$ cat src/rtl/cec_tx_pkg.sv
package cec_tx_pkg;
  typedef enum logic [1:0] {K_START, K_DATA, K_EOM, K_ACK} bitKind_t;
  typedef enum logic [2:0] {ST_IDLE, ST_START, ST_DATA, ST_EOM, ST_ACK} txState_t;
  typedef struct packed {
    logic     bitGo;
    bitKind_t kind;
    logic     clrByte;
    logic     nextByte;
    logic     clrBit;
    logic     incBit;
    logic     clrRetry;
    logic     incRetry;
  } txStrobe_t;
endpackage

$ cat src/rtl/cec_tx_datapath.sv
module cec_tx_datapath
  import cec_tx_pkg::*;
#(
  parameter int TICK_DIV     = 5,
  parameter int START_LOW    = 74,
  parameter int START_PERIOD = 90,
  parameter int ZERO_LOW     = 30,
  parameter int ONE_LOW      = 12,
  parameter int BIT_PERIOD   = 48,
  parameter int ACK_SAMPLE   = 21,
  parameter int BUF_DEPTH    = 16,
  localparam int AW = $clog2(BUF_DEPTH),
  localparam int TW = $clog2(START_PERIOD + 1),
  localparam int PW = (TICK_DIV > 1) ? $clog2(TICK_DIV) : 1
) (
  input  logic          clk,
  input  logic          rstN,
  input  logic          clrAll,
  input  txStrobe_t     strb,
  input  logic          bufWe,
  input  logic [AW-1:0] bufAddr,
  input  logic [7:0]    bufWdata,
  input  logic          cecIn,
  input  logic          bcast,
  input  logic [2:0]    retryLim,
  input  logic [AW:0]   effCount,
  output logic          bitDone,
  output logic          ackOk,
  output logic          lastByte,
  output logic          lastBit,
  output logic          retryLeft,
  output logic          cecOe
);
  localparam logic [PW-1:0] TICK_LAST = PW'(TICK_DIV - 1);

  logic [7:0]    mem [BUF_DEPTH];
  logic [PW-1:0] preCnt;
  logic [TW-1:0] tmr, lowLen, period;
  logic          active, curOne, ackLine, tick;
  bitKind_t      curKind;
  logic [AW-1:0] byteIdx, nByte;
  logic [2:0]    bitCnt, nBit, retryCnt;
  logic          nxtOne;

  always_ff @(posedge clk) begin
    if (bufWe) mem[bufAddr] <= bufWdata;
  end

  // next position, as seen by a bit launched this cycle
  always_comb begin
    nByte = strb.clrByte ? '0 : (strb.nextByte ? byteIdx + 1'b1 : byteIdx);
    nBit  = strb.clrBit ? 3'd0 : (strb.incBit ? bitCnt + 3'd1 : bitCnt);
    nxtOne = (strb.kind == K_EOM) ? lastByte : mem[nByte][3'd7 - nBit];
  end

  always_comb begin
    unique case (curKind)
      K_START: lowLen = TW'(START_LOW);
      K_ACK:   lowLen = TW'(ONE_LOW);
      default: lowLen = curOne ? TW'(ONE_LOW) : TW'(ZERO_LOW);
    endcase
    period = (curKind == K_START) ? TW'(START_PERIOD) : TW'(BIT_PERIOD);
  end

  assign tick    = (preCnt == TICK_LAST);
  assign bitDone = active && tick && (tmr == period - 1'b1);
  assign cecOe   = active && (tmr < lowLen);

  always_ff @(posedge clk or negedge rstN) begin
    if (!rstN) begin
      preCnt <= '0; tmr <= '0; active <= 1'b0; curKind <= K_START;
      curOne <= 1'b0; ackLine <= 1'b1;
    end else if (clrAll) begin
      preCnt <= '0; tmr <= '0; active <= 1'b0; curKind <= K_START;
      curOne <= 1'b0; ackLine <= 1'b1;
    end else if (strb.bitGo) begin
      preCnt <= '0; tmr <= '0; active <= 1'b1;
      curKind <= strb.kind; curOne <= nxtOne;
    end else if (active) begin
      preCnt <= tick ? '0 : preCnt + 1'b1;
      if (tick) begin
        if (tmr == period - 1'b1) active <= 1'b0;
        else tmr <= tmr + 1'b1;
        if (curKind == K_ACK && tmr == TW'(ACK_SAMPLE - 1)) ackLine <= cecIn;
      end
    end
  end

  always_ff @(posedge clk or negedge rstN) begin
    if (!rstN) begin
      byteIdx <= '0; bitCnt <= '0; retryCnt <= '0;
    end else if (clrAll) begin
      byteIdx <= '0; bitCnt <= '0; retryCnt <= '0;
    end else begin
      byteIdx <= nByte;
      bitCnt  <= nBit;
      if (strb.clrRetry) retryCnt <= '0;
      else if (strb.incRetry) retryCnt <= retryCnt + 3'd1;
    end
  end

  assign lastByte  = ({1'b0, byteIdx} == effCount - 1'b1);
  assign lastBit   = (bitCnt == 3'd7);
  assign retryLeft = (retryCnt < retryLim);
  assign ackOk     = bcast ? ackLine : !ackLine;
endmodule

$ cat src/rtl/cec_tx_fsm.sv
module cec_tx_fsm
  import cec_tx_pkg::*;
(
  input  logic      clk,
  input  logic      rstN,
  input  logic      clrAll,
  input  logic      startReq,
  input  logic      countZero,
  input  logic      bitDone,
  input  logic      ackOk,
  input  logic      lastByte,
  input  logic      lastBit,
  input  logic      retryLeft,
  output txStrobe_t strb,
  output logic      accept,
  output logic      busy,
  output logic      donePulse,
  output logic      doneFlag,
  output logic      failFlag
);
  txState_t state, nxt;
  logic finOk, finBad;

  always_comb begin
    nxt = state; strb = '0; accept = 1'b0; finOk = 1'b0; finBad = 1'b0;
    unique case (state)
      ST_IDLE: if (startReq) begin
        accept = 1'b1;
        if (countZero) finOk = 1'b1;
        else begin
          strb.bitGo = 1'b1; strb.kind = K_START;
          strb.clrByte = 1'b1; strb.clrBit = 1'b1; strb.clrRetry = 1'b1;
          nxt = ST_START;
        end
      end
      ST_START: if (bitDone) begin
        strb.bitGo = 1'b1; strb.kind = K_DATA; nxt = ST_DATA;
      end
      ST_DATA: if (bitDone) begin
        strb.bitGo = 1'b1;
        if (lastBit) begin strb.kind = K_EOM; nxt = ST_EOM; end
        else begin strb.kind = K_DATA; strb.incBit = 1'b1; end
      end
      ST_EOM: if (bitDone) begin
        strb.bitGo = 1'b1; strb.kind = K_ACK; nxt = ST_ACK;
      end
      ST_ACK: if (bitDone) begin
        if (!ackOk) begin
          if (retryLeft) begin
            strb.bitGo = 1'b1; strb.kind = K_START; strb.incRetry = 1'b1;
            strb.clrByte = 1'b1; strb.clrBit = 1'b1; nxt = ST_START;
          end else begin
            finBad = 1'b1; nxt = ST_IDLE;
          end
        end else if (lastByte) begin
          finOk = 1'b1; nxt = ST_IDLE;
        end else begin
          strb.bitGo = 1'b1; strb.kind = K_DATA;
          strb.nextByte = 1'b1; strb.clrBit = 1'b1; nxt = ST_DATA;
        end
      end
      default: nxt = ST_IDLE;
    endcase
  end

  always_ff @(posedge clk or negedge rstN) begin
    if (!rstN) begin
      state <= ST_IDLE; donePulse <= 1'b0; doneFlag <= 1'b0; failFlag <= 1'b0;
    end else if (clrAll) begin
      state <= ST_IDLE; donePulse <= 1'b0; doneFlag <= 1'b0; failFlag <= 1'b0;
    end else begin
      state     <= nxt;
      donePulse <= finOk | finBad;
      if (accept) begin doneFlag <= 1'b0; failFlag <= 1'b0; end
      if (finOk)  doneFlag <= 1'b1;
      if (finBad) failFlag <= 1'b1;
    end
  end

  assign busy = (state != ST_IDLE);
endmodule

$ cat src/rtl/cec_tx_top.sv
module cec_tx_top
  import cec_tx_pkg::*;
#(
  parameter int TICK_DIV     = 5,
  parameter int START_LOW    = 74,
  parameter int START_PERIOD = 90,
  parameter int ZERO_LOW     = 30,
  parameter int ONE_LOW      = 12,
  parameter int BIT_PERIOD   = 48,
  parameter int ACK_SAMPLE   = 21,
  parameter int BUF_DEPTH    = 16,
  localparam int AW = $clog2(BUF_DEPTH)
) (
  input  logic          clk,
  input  logic          rstN,
  input  logic          ctrlWe,
  input  logic [7:0]    ctrlWdata,
  output logic [7:0]    ctrlRdata,
  input  logic          countWe,
  input  logic [7:0]    countWdata,
  output logic [7:0]    countRdata,
  input  logic          bufWe,
  input  logic [AW-1:0] bufAddr,
  input  logic [7:0]    bufWdata,
  input  logic          cecIn,
  output logic          cecOe,
  output logic          busy,
  output logic          donePulse,
  output logic          doneFlag,
  output logic          failFlag
);
  logic [2:0]  retryLim;
  logic        bcast, startReq, softRst, clrAll, accept;
  logic [7:0]  byteCount;
  logic [AW:0] effCount;
  logic        bitDone, ackOk, lastByte, lastBit, retryLeft;
  logic        unusedRsvd;
  txStrobe_t   strb;

  assign clrAll     = ctrlWe && ctrlWdata[7];
  assign unusedRsvd = ^ctrlWdata[3:2];

  always_ff @(posedge clk or negedge rstN) begin
    if (!rstN) begin
      retryLim <= 3'd1; bcast <= 1'b0; startReq <= 1'b0; byteCount <= '0; softRst <= 1'b0;
    end else if (clrAll) begin
      retryLim <= 3'd1; bcast <= 1'b0; startReq <= 1'b0; byteCount <= '0; softRst <= 1'b1;
    end else begin
      softRst <= 1'b0;
      if (ctrlWe && !busy) begin
        retryLim <= ctrlWdata[6:4];
        bcast    <= ctrlWdata[1];
        if (ctrlWdata[0]) startReq <= 1'b1;
      end
      if (countWe && !busy) byteCount <= countWdata;
      if (accept) startReq <= 1'b0;
    end
  end

  assign effCount   = (byteCount > 8'(BUF_DEPTH)) ? (AW+1)'(BUF_DEPTH) : byteCount[AW:0];
  assign ctrlRdata  = {softRst, retryLim, 2'b00, bcast, startReq};
  assign countRdata = byteCount;

  cec_tx_fsm i_fsm (
    .clk, .rstN, .clrAll, .startReq,
    .countZero(byteCount == 8'd0),
    .bitDone, .ackOk, .lastByte, .lastBit, .retryLeft,
    .strb, .accept, .busy, .donePulse, .doneFlag, .failFlag
  );

  cec_tx_datapath #(
    .TICK_DIV(TICK_DIV), .START_LOW(START_LOW), .START_PERIOD(START_PERIOD),
    .ZERO_LOW(ZERO_LOW), .ONE_LOW(ONE_LOW), .BIT_PERIOD(BIT_PERIOD),
    .ACK_SAMPLE(ACK_SAMPLE), .BUF_DEPTH(BUF_DEPTH)
  ) i_dp (
    .clk, .rstN, .clrAll, .strb,
    .bufWe(bufWe && !busy), .bufAddr, .bufWdata,
    .cecIn, .bcast, .retryLim, .effCount,
    .bitDone, .ackOk, .lastByte, .lastBit, .retryLeft, .cecOe
  );
endmodule

$ cat config.mk
export PLATFORM = sky130hd
export DESIGN_NAME = cec_tx_top
export DESIGN_NICKNAME = d
export VERILOG_FILES = /design/src/rtl/cec_tx_pkg.sv /design/src/rtl/cec_tx_datapath.sv /design/src/rtl/cec_tx_fsm.sv /design/src/rtl/cec_tx_top.sv
export SDC_FILE = /design/constraint.sdc
export NUM_CORES = 1
export LEC_CHECK = 0
export ABC_AREA = 1
export BUFFER_PORTS_ARGS = -buffer_cell sky130_fd_sc_hd__buf_4
export CAP_MARGIN = 20
export CORE_UTILIZATION = 50
export CTS_CLUSTER_SIZE = 12
export DETAILED_ROUTE_END_ITERATION = 6
export GPL_ROUTABILITY_DRIVEN = 0
export PLACE_DENSITY_LB_ADDON = 0.12
export SYNTH_ARGS = -nofsm -noshare
export SYNTH_HDL_FRONTEND = slang
export SYNTH_SLANG_ARGS = --single-unit
export TNS_END_PERCENT = 100
$ cat constraint.sdc
create_clock -name clk -period 3.6 [get_ports clk]
set_clock_uncertainty 0.15 [all_clocks]
set_input_delay 0.9 -clock clk [delete_from_list [all_inputs] [get_ports clk]]
set_output_delay 0.9 -clock clk [all_outputs]
set_load 0.005 [all_outputs]
==> impl.org, run 1 <==
** Outcome
- The flow ran to the end, and the final reports show no timing, DRC or antenna violations.

** Synth
- Avg Inst Size Synth :: slightly above 10 um2
- Of the synthesized area, sequential elements account for 0.596.
- Yosys top cell area share :: 0.460
- Synthesis instantiated 52 different standard cells from the library.
- Synth Warn # :: 0
- Register bit count reported by yosys :: 173
- Primary flip-flop cell chosen by synthesis mapping :: edfxtp_1
- In the synthesized netlist, the number of instances is approximately 800.
- Post-Synthesis Cell Area :: roughly 8300 um2
- Number of enable-type register cells in the synthesized netlist :: around 130
- Async SR Flop Fraction :: 0.260
- Synth area leaders :: edfxtp_1, dfrtp_1, nand3_1, nand2_1, nand4_1
- Of all cell types, the one taking the most synthesized area is edfxtp_1.

** Detailed routing
- The final route contains between 6,000 and 7,000 vias.
- Pre-Repair DR Iteration Count :: 5
- Antenna Nets Post-Route :: 0
- Detail-routed net length per standard cell :: between 15 and 20 um
- Final Routed Wirelength :: between 20,000 and 25,000 um
- Average vias per placed instance :: 5.79
- Post-route DRC violation count :: 0
- The first routing iteration left between 600 and 700 violations.

** Cells and area
- Non-Filler Instances :: between 1,000 and 1,500
- The repair_antennas step left the layout with diodes totalling 0.
- Summing all non-filler instances in the final layout gives an area of about 10,000 um2.
- Most common cell after layout, fill and taps aside :: nand3_1
- Number of nets in the layout :: approximately 940
- Most frequent cells in the layout :: nand3_1, edfxtp_1, nand2_1
- Core Util, Final :: 0.626
- Layout cell share with drive strength beyond 1 :: 0.220
- Relative to the synthesized area, the layout overhead comes to 20.9%.

** Die
- Initial cell density of the core :: 0.518
- From left edge to right edge, the die measures ~130 um.
- Measured along the y axis, the die boundary spans ~130 um.
- The floorplan has 46 rows.
- For this design the top-level I/O count stands at 55.
- Floorplan die area :: roughly 17,000 um2
- Core footprint :: 16,100 um2

** Power and ir drop
- Worst VDD drop :: 0.349 mV
- Power density relative to cell area :: about 530 nW/um2
- The analysis attributes to cell leakage a power of roughly 4.2 nW.

** Global route
- Pin count of the biggest net entering global routing :: between 50 and 60
- Remaining global-route overflow :: 0
- For this run, the total global-route usage over all layers was measured as 0.234.
- Vias in the first global route :: between 5,000 and 6,000
- The number of antenna violations at the first check in global routing was 0.
- First-pass GRT wire length :: 31,200 um

** Clocking
- For this design, the CTS-stage hold fixing added 0 buffers.
- Clock tree sinks :: roughly 170
- After clock tree synthesis, the clock-pin slew on the worst setup and hold paths is ~70 ps.
- The clock passes through at most 2 buffers.
- TritonCTS clock tree :: yes
- Buffers inserted during clock tree synthesis total 17.
- Insertion delay of the later-clocked pin in the worst-skew pair :: ~430 ps
- The tree is rooted in a clkbuf_16.
- In this run the number of H-tree levels came out at 4.

** Job
- Maxcap violations :: 0

** Timing
- The count of final hold-check violations was 0.
- Crit share post-route :: 0.954
- Worst max-slew margin expressed relative to the limit :: 0.504
- Post-Route Setup TNS :: 0 ps
- After layout, the minimum clock period comes to between 3000 and 4000 ps.
- Timing would allow up to 291 MHz.
- Final Hold Slack :: about 320 ps
- For the pin with the worst max-slew slack, the measured transition is 741 ps.
- Setup violations remaining at the end of the flow were counted as 0.
- Number of pins exceeding their max-slew limit in the final report :: 0

** Critical path
- STA classifies the critical path endpoint as a flop.
- Counting both buffers and inverters, the worst setup path holds a total of 2.
- For the worst setup path, the data required time is between 3000 and 4000 ps.
- Setup crit start kind :: flop
- By startpoint and endpoint, the worst setup path is classified as reg2reg.
- Grouping stages by cell kind, the critical path spends the most delay in simple AND/OR/NAND/NOR gates.
- For this run, the slowest stage of the critical path takes 420 ps.
- Among all stages on the critical path, the largest delay is contributed by dfrtp_1.
- In this run the worst path has a maximum fanout of 8.
- The worst register-to-register path has a setup slack of 170 ps.
- Arr. time, crit path :: around 3600 ps
- Cell-by-cell listing of the critical path :: nor2_2 -> nand2_2 -> nand2_4 -> nand3_2 -> ha_4 -> xnor2_1 -> a21oi_1 -> nand3_2 -> nor2_4 -> nand2_4 -> nand3_4 -> nand3_4 -> buf_4 -> buf_12 -> a21oi_1 -> o21ai_1 -> nand3_1 -> nand3_1 -> nand3_1 -> nand3_1 -> nand3_2 -> nand3_2 -> nand2_1 -> nand2_1

** Worst hold path
- The min-delay analysis places its worst path in the category in2async.

** Place
- Post-detail-place hpwl :: about 13,000 um
- Including well taps, the total number of placed cells is 1,064.
- Once placement finished, the instance area stood at 9020 um2.
- Number of port buffers :: 50
-- path summary, 6_finish.rpt --
path                                           start                          to  cells after the start
min reg2reg                  i_dp.curOne$_DFFE_PN0P_     i_dp.curOne$_DFFE_PN0P_                      2
max                        countRdata[1]$_DFFE_PN0P_     i_dp.curOne$_DFFE_PN0P_                     24
min                                             rstN   i_dp.byteIdx[0]$_DFF_PN0_                      1
min in group clk             i_dp.curOne$_DFFE_PN0P_     i_dp.curOne$_DFFE_PN0P_                      2
max reg2reg                countRdata[1]$_DFFE_PN0P_     i_dp.curOne$_DFFE_PN0P_                     24
max in group asynchronous                       rstN  i_dp.preCnt[1]$_DFFE_PN0P_                      1
-- what timing repair did --
item / in CTS / in global routing
setup buffers: 0 / 20
gates resized for setup: 0 / 37
endpoints found under the setup margin: 0 / 13
-- Yosys cell counts, types with 3 or more instances --
cell / count
xnor2_1: 4
buf_6: 4
nor2_2: 3
nand3_4: 3
nand3_1: 162
nand2_4: 3
nand2_1: 125
o21ai_0: 17
ha_1: 16
nand2_2: 4
a21oi_1: 11
buf_4: 16
nor2_1: 55
buf_2: 16
nand4_1: 68
edfxtp_1: 128
o22ai_1: 3
inv_1: 66
inv_2: 11
o21ai_1: 9
dfrtp_1: 43
nor2_4: 3
-- sequential cells by signal, indices dropped and copies added (netlist names), 4 cells and up --
register	count
i_dp.tmr	7
i_dp.byteIdx	4
countRdata	8
i_dp.mem	128
-- per-stage QoR --
stage,power (W),worst slack (ps)
final,0.00536,167
after global routing,0.00562,-70.2
after CTS,0.00525,13.3
after detailed placement,0.00346,25.7
after global placement,0.00342,80.6
after floorplan,0.00306,585
-- cells by family (layout without fill, tap and decap cells) --
family / count (synthesis) / in the layout / share of synthesized area
multiplexers: 1 / 1 / 0.00120
buffers and inverters: 120 / 213 / 0.0691
XOR/XNOR: 6 / 6 / 0.00629
AND/OR/NAND/NOR: 439 / 440 / 0.265
adder cells (fa/ha/maj): 16 / 16 / 0.0240
other: 1 / 2 / 0.000449
AO/OA/AOI/OAI: 55 / 55 / 0.0385
flip-flops: 173 / 173 / 0.596
-- metal layers --
| layer | track usage | vias up | routed length, um |
|---|---|---|---|
| li1 | - | 3034 | - |
| met1 | 0.300 | 3182 | 8570 |
| met2 | 0.401 | 241 | 10400 |
| met3 | 0.0451 | 39 | 1160 |
| met4 | 0.0667 | 0 | 368 |
| met5 | 0 | - | 0 |
-- worst register-to-register path, stage by stage (launching register included) --
cell and delay, ps:
dfrtp_1 420, nor2_2 140, nand2_2 90, nand2_4 100, nand3_2 90, ha_4 250, xnor2_1 130, a21oi_1 180
nand3_2 110, nor2_4 150, nand2_4 100, nand3_4 170, nand3_4 120, buf_4 160, buf_12 130, a21oi_1 110
o21ai_1 80, nand3_1 110, nand3_1 100, nand3_1 90, nand3_1 90, nand3_2 90, nand3_2 70, nand2_1 60
nand2_1 40
-- report_power, final --
| group | switching, W | internal (W) | total [W] |
|---|---|---|---|
| clock | 0.000873 | 0.000936 | 0.00181 |
| sequential | 0.0000978 | 0.00228 | 0.00238 |
| combinational | 0.000722 | 0.000453 | 0.00117 |
-- cell type report --
class                   count  area, um2
repair buffers            102        997
flip-flops and latches    173       4970
inverters                  79        302
clock buffers              17        425
clock inverters            15        174
fillers                  1309       6020
multi-input cells         520       2950
well taps                 216        270
Power figures use the tool's default switching activity.
==> run 2, diff against run 1 <==
==> constraint.sdc (replaced) <==
create_clock -name clk -period 3.6 [get_ports clk]
set_clock_uncertainty 0.15 [all_clocks]
set_input_delay 0.72 -clock clk [delete_from_list [all_inputs] [get_ports clk]]
set_output_delay 0.72 -clock clk [all_outputs]
set_load 0.005 [all_outputs]
==> impl.org, run 2 (synthesized netlist as in run 1, its figures left out) <==
** Outcome
- Run status :: finished, final reports clean

** Die
- Floorplan die width :: 131 um (unchanged)
- The floorplan row count was 46 (unchanged).
- The placeable core region was 16,100 um2 (unchanged).
- The die area came to 17,200 um2 (unchanged).
- The I/O pin count came to 55 (unchanged).
- The vertical extent of the die is 131 um (unchanged).
- Initial cell density of the core :: 0.518 (unchanged)

** Critical path
- The worst path buffer plus inverter count was 3 (+1).
- The maximum cell stage delay along the critical path was 400 ps (-20 ps).
- The highest fanout seen on the critical path is 13 (+5).
- WP data required :: 3770 ps (about the same)
- The worst setup path is of the reg2reg kind.
- The worst setup path is launched from a flop.
- Library cell contributing the largest single delay on the critical path :: dfrtp_1
- The worst setup path is captured at a flop.
- Walking the worst path, the cells encountered are nor2_2 -> nand2_1 -> inv_2 -> nand3_4 -> ha_4 -> xnor2_2 -> a21oi_2 -> nand3_2 -> nor2_4 -> nand2_4 -> nand3b_1 -> nand3_4 -> inv_4 -> buf_12 -> nand3_1 -> nand3_1 -> nand3_2 -> nand3_1 -> nand3_1 -> nand3_2 -> nand3_2 -> nand2_1 -> nand2_1.
- The endpoint arrival time on the critical path is 3600 ps (about the same).
- CP delay by family, top :: simple AND/OR/NAND/NOR gates

** Cells and area
- The fraction of the core area covered by cells at the end of the flow is 0.621 (-0.00489).
- The final-stage net count was 942 (-0.11%).
- Most flops, register :: i_dp.mem
- Antenna Cells :: 0 (unchanged)
- The library cell used most frequently in the layout, excluding fill and tap cells, is nand3_1.
- The post-route standard cell area excluding fillers came to 10,000 um2 (-0.78%).
- The number of flip-flops under the largest register name is 128 (unchanged).
- Most frequent cells in the layout :: nand3_1, edfxtp_1, nand2_1
- Non-Filler Instances :: 1,121 (-0.089%)
- Layout cell share with drive strength beyond 1 :: 0.214 (-0.00528)
- From synthesis to final layout, the design area changed by 19.9%.

** Clocking
- The number of levels the H-tree was split into is 4 (unchanged).
- Hold-fix buffers at CTS :: 0 (unchanged)
- CTS max path bufs :: 2 (unchanged)
- The insertion delay to the later sink of the worst-skew pair was 420 ps (about the same).
- The clock sink total is 173 (unchanged).
- TritonCTS clock tree :: yes
- Clock transition at path regs :: 70 ps (about the same)
- The number of buffers inserted during clock tree synthesis was 17 (unchanged).
- Root Buffer :: clkbuf_16

** Place
- The post-detailed-placement half-perimeter wirelength is 12,600 um (+1.0%).
- Number of port buffers :: 50 (unchanged)
- Pre-CTS setup slack :: 11.9 ps (-13.9 ps)
- The cell area after placement came to 9000 um2 (-0.28%).
- Count of placed standard cells including taps :: 1,064 (unchanged)

** Global route
- Vias in the first global route :: 6,311 (+5.3%)
- The residual overflow from global routing came to 0 (unchanged).
- The largest net degree at the start of global routing came to 59 (unchanged).
- The number of antenna violations at the first check in global routing was 0 (unchanged).
- The global-route wire length before repair came to 31,600 um (+1.0%).
- Total GRT Usage :: 0.235 (+0.00139)

** Power and ir drop
- Clock share of power :: 0.321 (-0.017)
- Power density relative to cell area :: 526 nW/um2 (-1.1%)
- The total leakage power is 4.16 nW (-1.6%).
- Cell-internal power :: 0.00364 W (-0.72%)
- The net switching power is 0.00162 W (-4.3%).
- The sequential share of power is 0.452 (+0.009).
- Worst VDD drop :: 0.354 mV (+1.3%)
- The combinational fraction of design power is 0.227 (+0.008).
- Sw Share :: 0.308 (-0.00786)

** Worst hold path
- Worst hold path class :: in2async

** Timing
- The final max-slew violation count is 0 (unchanged).
- The count of final hold-check violations is 0 (unchanged).
- Period minus WS final :: 3440 ps (+2.72 ps)
- The final number of setup-violating endpoints was 0 (unchanged).
- The maximum achievable frequency was 291 MHz (about the same).
- Transition time at the pin with the least slew margin :: 788 ps (+47.1 ps)
- Setup repair after global routing could not meet its margin everywhere.
- The worst relative slew slack is 0.473 (-0.0315).
- Fin worst setup slack :: 164 ps (-2.72 ps)
- The fraction of the cycle the final worst path needs came to 0.954 (about the same).
- Post-Route Setup TNS :: 0 ps (unchanged)

** Detailed routing
- The count of nets left with antenna violations after detail routing was 0 (unchanged).
- Pre-Repair DR Iteration Count :: 5 (unchanged)
- The number of DRC violations after detailed routing is 0 (unchanged).
- Count of vias placed by the detailed router :: 6,438 (-0.89%)
- Final Routed Wirelength :: 20,500 um (+0.21%)
- Average vias per placed instance :: 5.74 (-0.80%)
- The routed wirelength normalized by instance count is 18.3 um (+0.29%).
- The number of DRC markers after the initial detailed-route iteration came to 565 (-10%).

** Job
- Maxcap violations :: 0 (unchanged)
[run 2: cell type report]
cell class	instances	area [um2]
fill	1292	6100
sequential	173	4970
multi-input combinational	520	2950
timing repair buffer	101	970
clock buffer	19	433
inverter	79	307
tap	216	270
clock inverter	13	108
[run 2: final timing paths]
kind / depth (start not counted) / startpoint / end / slack (ps)
max in group asynchronous: 1 / rstN / i_dp.preCnt[0]$_DFFE_PN0P_ / 2740
min reg2reg: 2 / i_dp.curOne$_DFFE_PN0P_ / i_dp.curOne$_DFFE_PN0P_ / 340
min: 1 / rstN / i_dp.byteIdx[2]$_DFF_PN0_ / 150
min in group clk: 2 / i_dp.curOne$_DFFE_PN0P_ / i_dp.curOne$_DFFE_PN0P_ / 340
max reg2reg: 23 / countRdata[6]$_DFFE_PN0P_ / i_dp.curOne$_DFFE_PN0P_ / 160
max: 23 / countRdata[6]$_DFFE_PN0P_ / i_dp.curOne$_DFFE_PN0P_ / 160
[run 2: metrics by stage]
| step | hold slack (ps) | power, W |
|---|---|---|
| global route | 184 | 0.00551 |
| floorplan | 274 | 0.00306 |
| detailed placement | 321 | 0.00346 |
| global placement | 322 | 0.00343 |
| finish | 150 | 0.00526 |
| CTS | 163 | 0.00514 |
[run 2: routing by layer]
| metal | share of wire | up-vias | global-route usage | routed length [um] |
|---|---|---|---|---|
| li1 | - | 3043 | - | - |
| met1 | 0.41 | 3117 | 0.293 | 8460 |
| met2 | 0.51 | 247 | 0.408 | 10400 |
| met3 | 0.062 | 31 | 0.0451 | 1270 |
| met4 | 0.018 | 0 | 0.0810 | 359 |
| met5 | 0 | - | 0 | 0 |
[run 2: worst reg2reg max path, cell delays in order (launching register included)]
cell      delay (ps)
dfrtp_1          400
nor2_2           140
nand2_1           90
inv_2            150
nand3_4          110
ha_4             250
xnor2_2          140
a21oi_2          150
nand3_2          110
nor2_4           150
nand2_4          100
nand3b_1         140
nand3_4          150
inv_4            130
buf_12           150
nand3_1          100
nand3_1          130
nand3_2          100
nand3_1          100
nand3_1          100
nand3_2          100
nand3_2           80
nand2_1           60
nand2_1           40
[run 2: power by group through the flow]
stage	sequential (W)	combinational (W)	clock [W]
global placement	0.00240	0.00102	0
global route	0.00239	0.00133	0.00179
floorplan	0.00241	0.000650	0
finish	0.00238	0.00120	0.00169
detailed placement	0.00241	0.00105	0
CTS	0.00237	0.00106	0.00172
[run 2: what timing repair did]
item                                    in CTS  in global routing
pin swaps                                    0                 18
gates cloned                                 0                  6
endpoints found under the setup margin       1                 13
resized for setup                            1                 35
buffers inserted                             0                 19
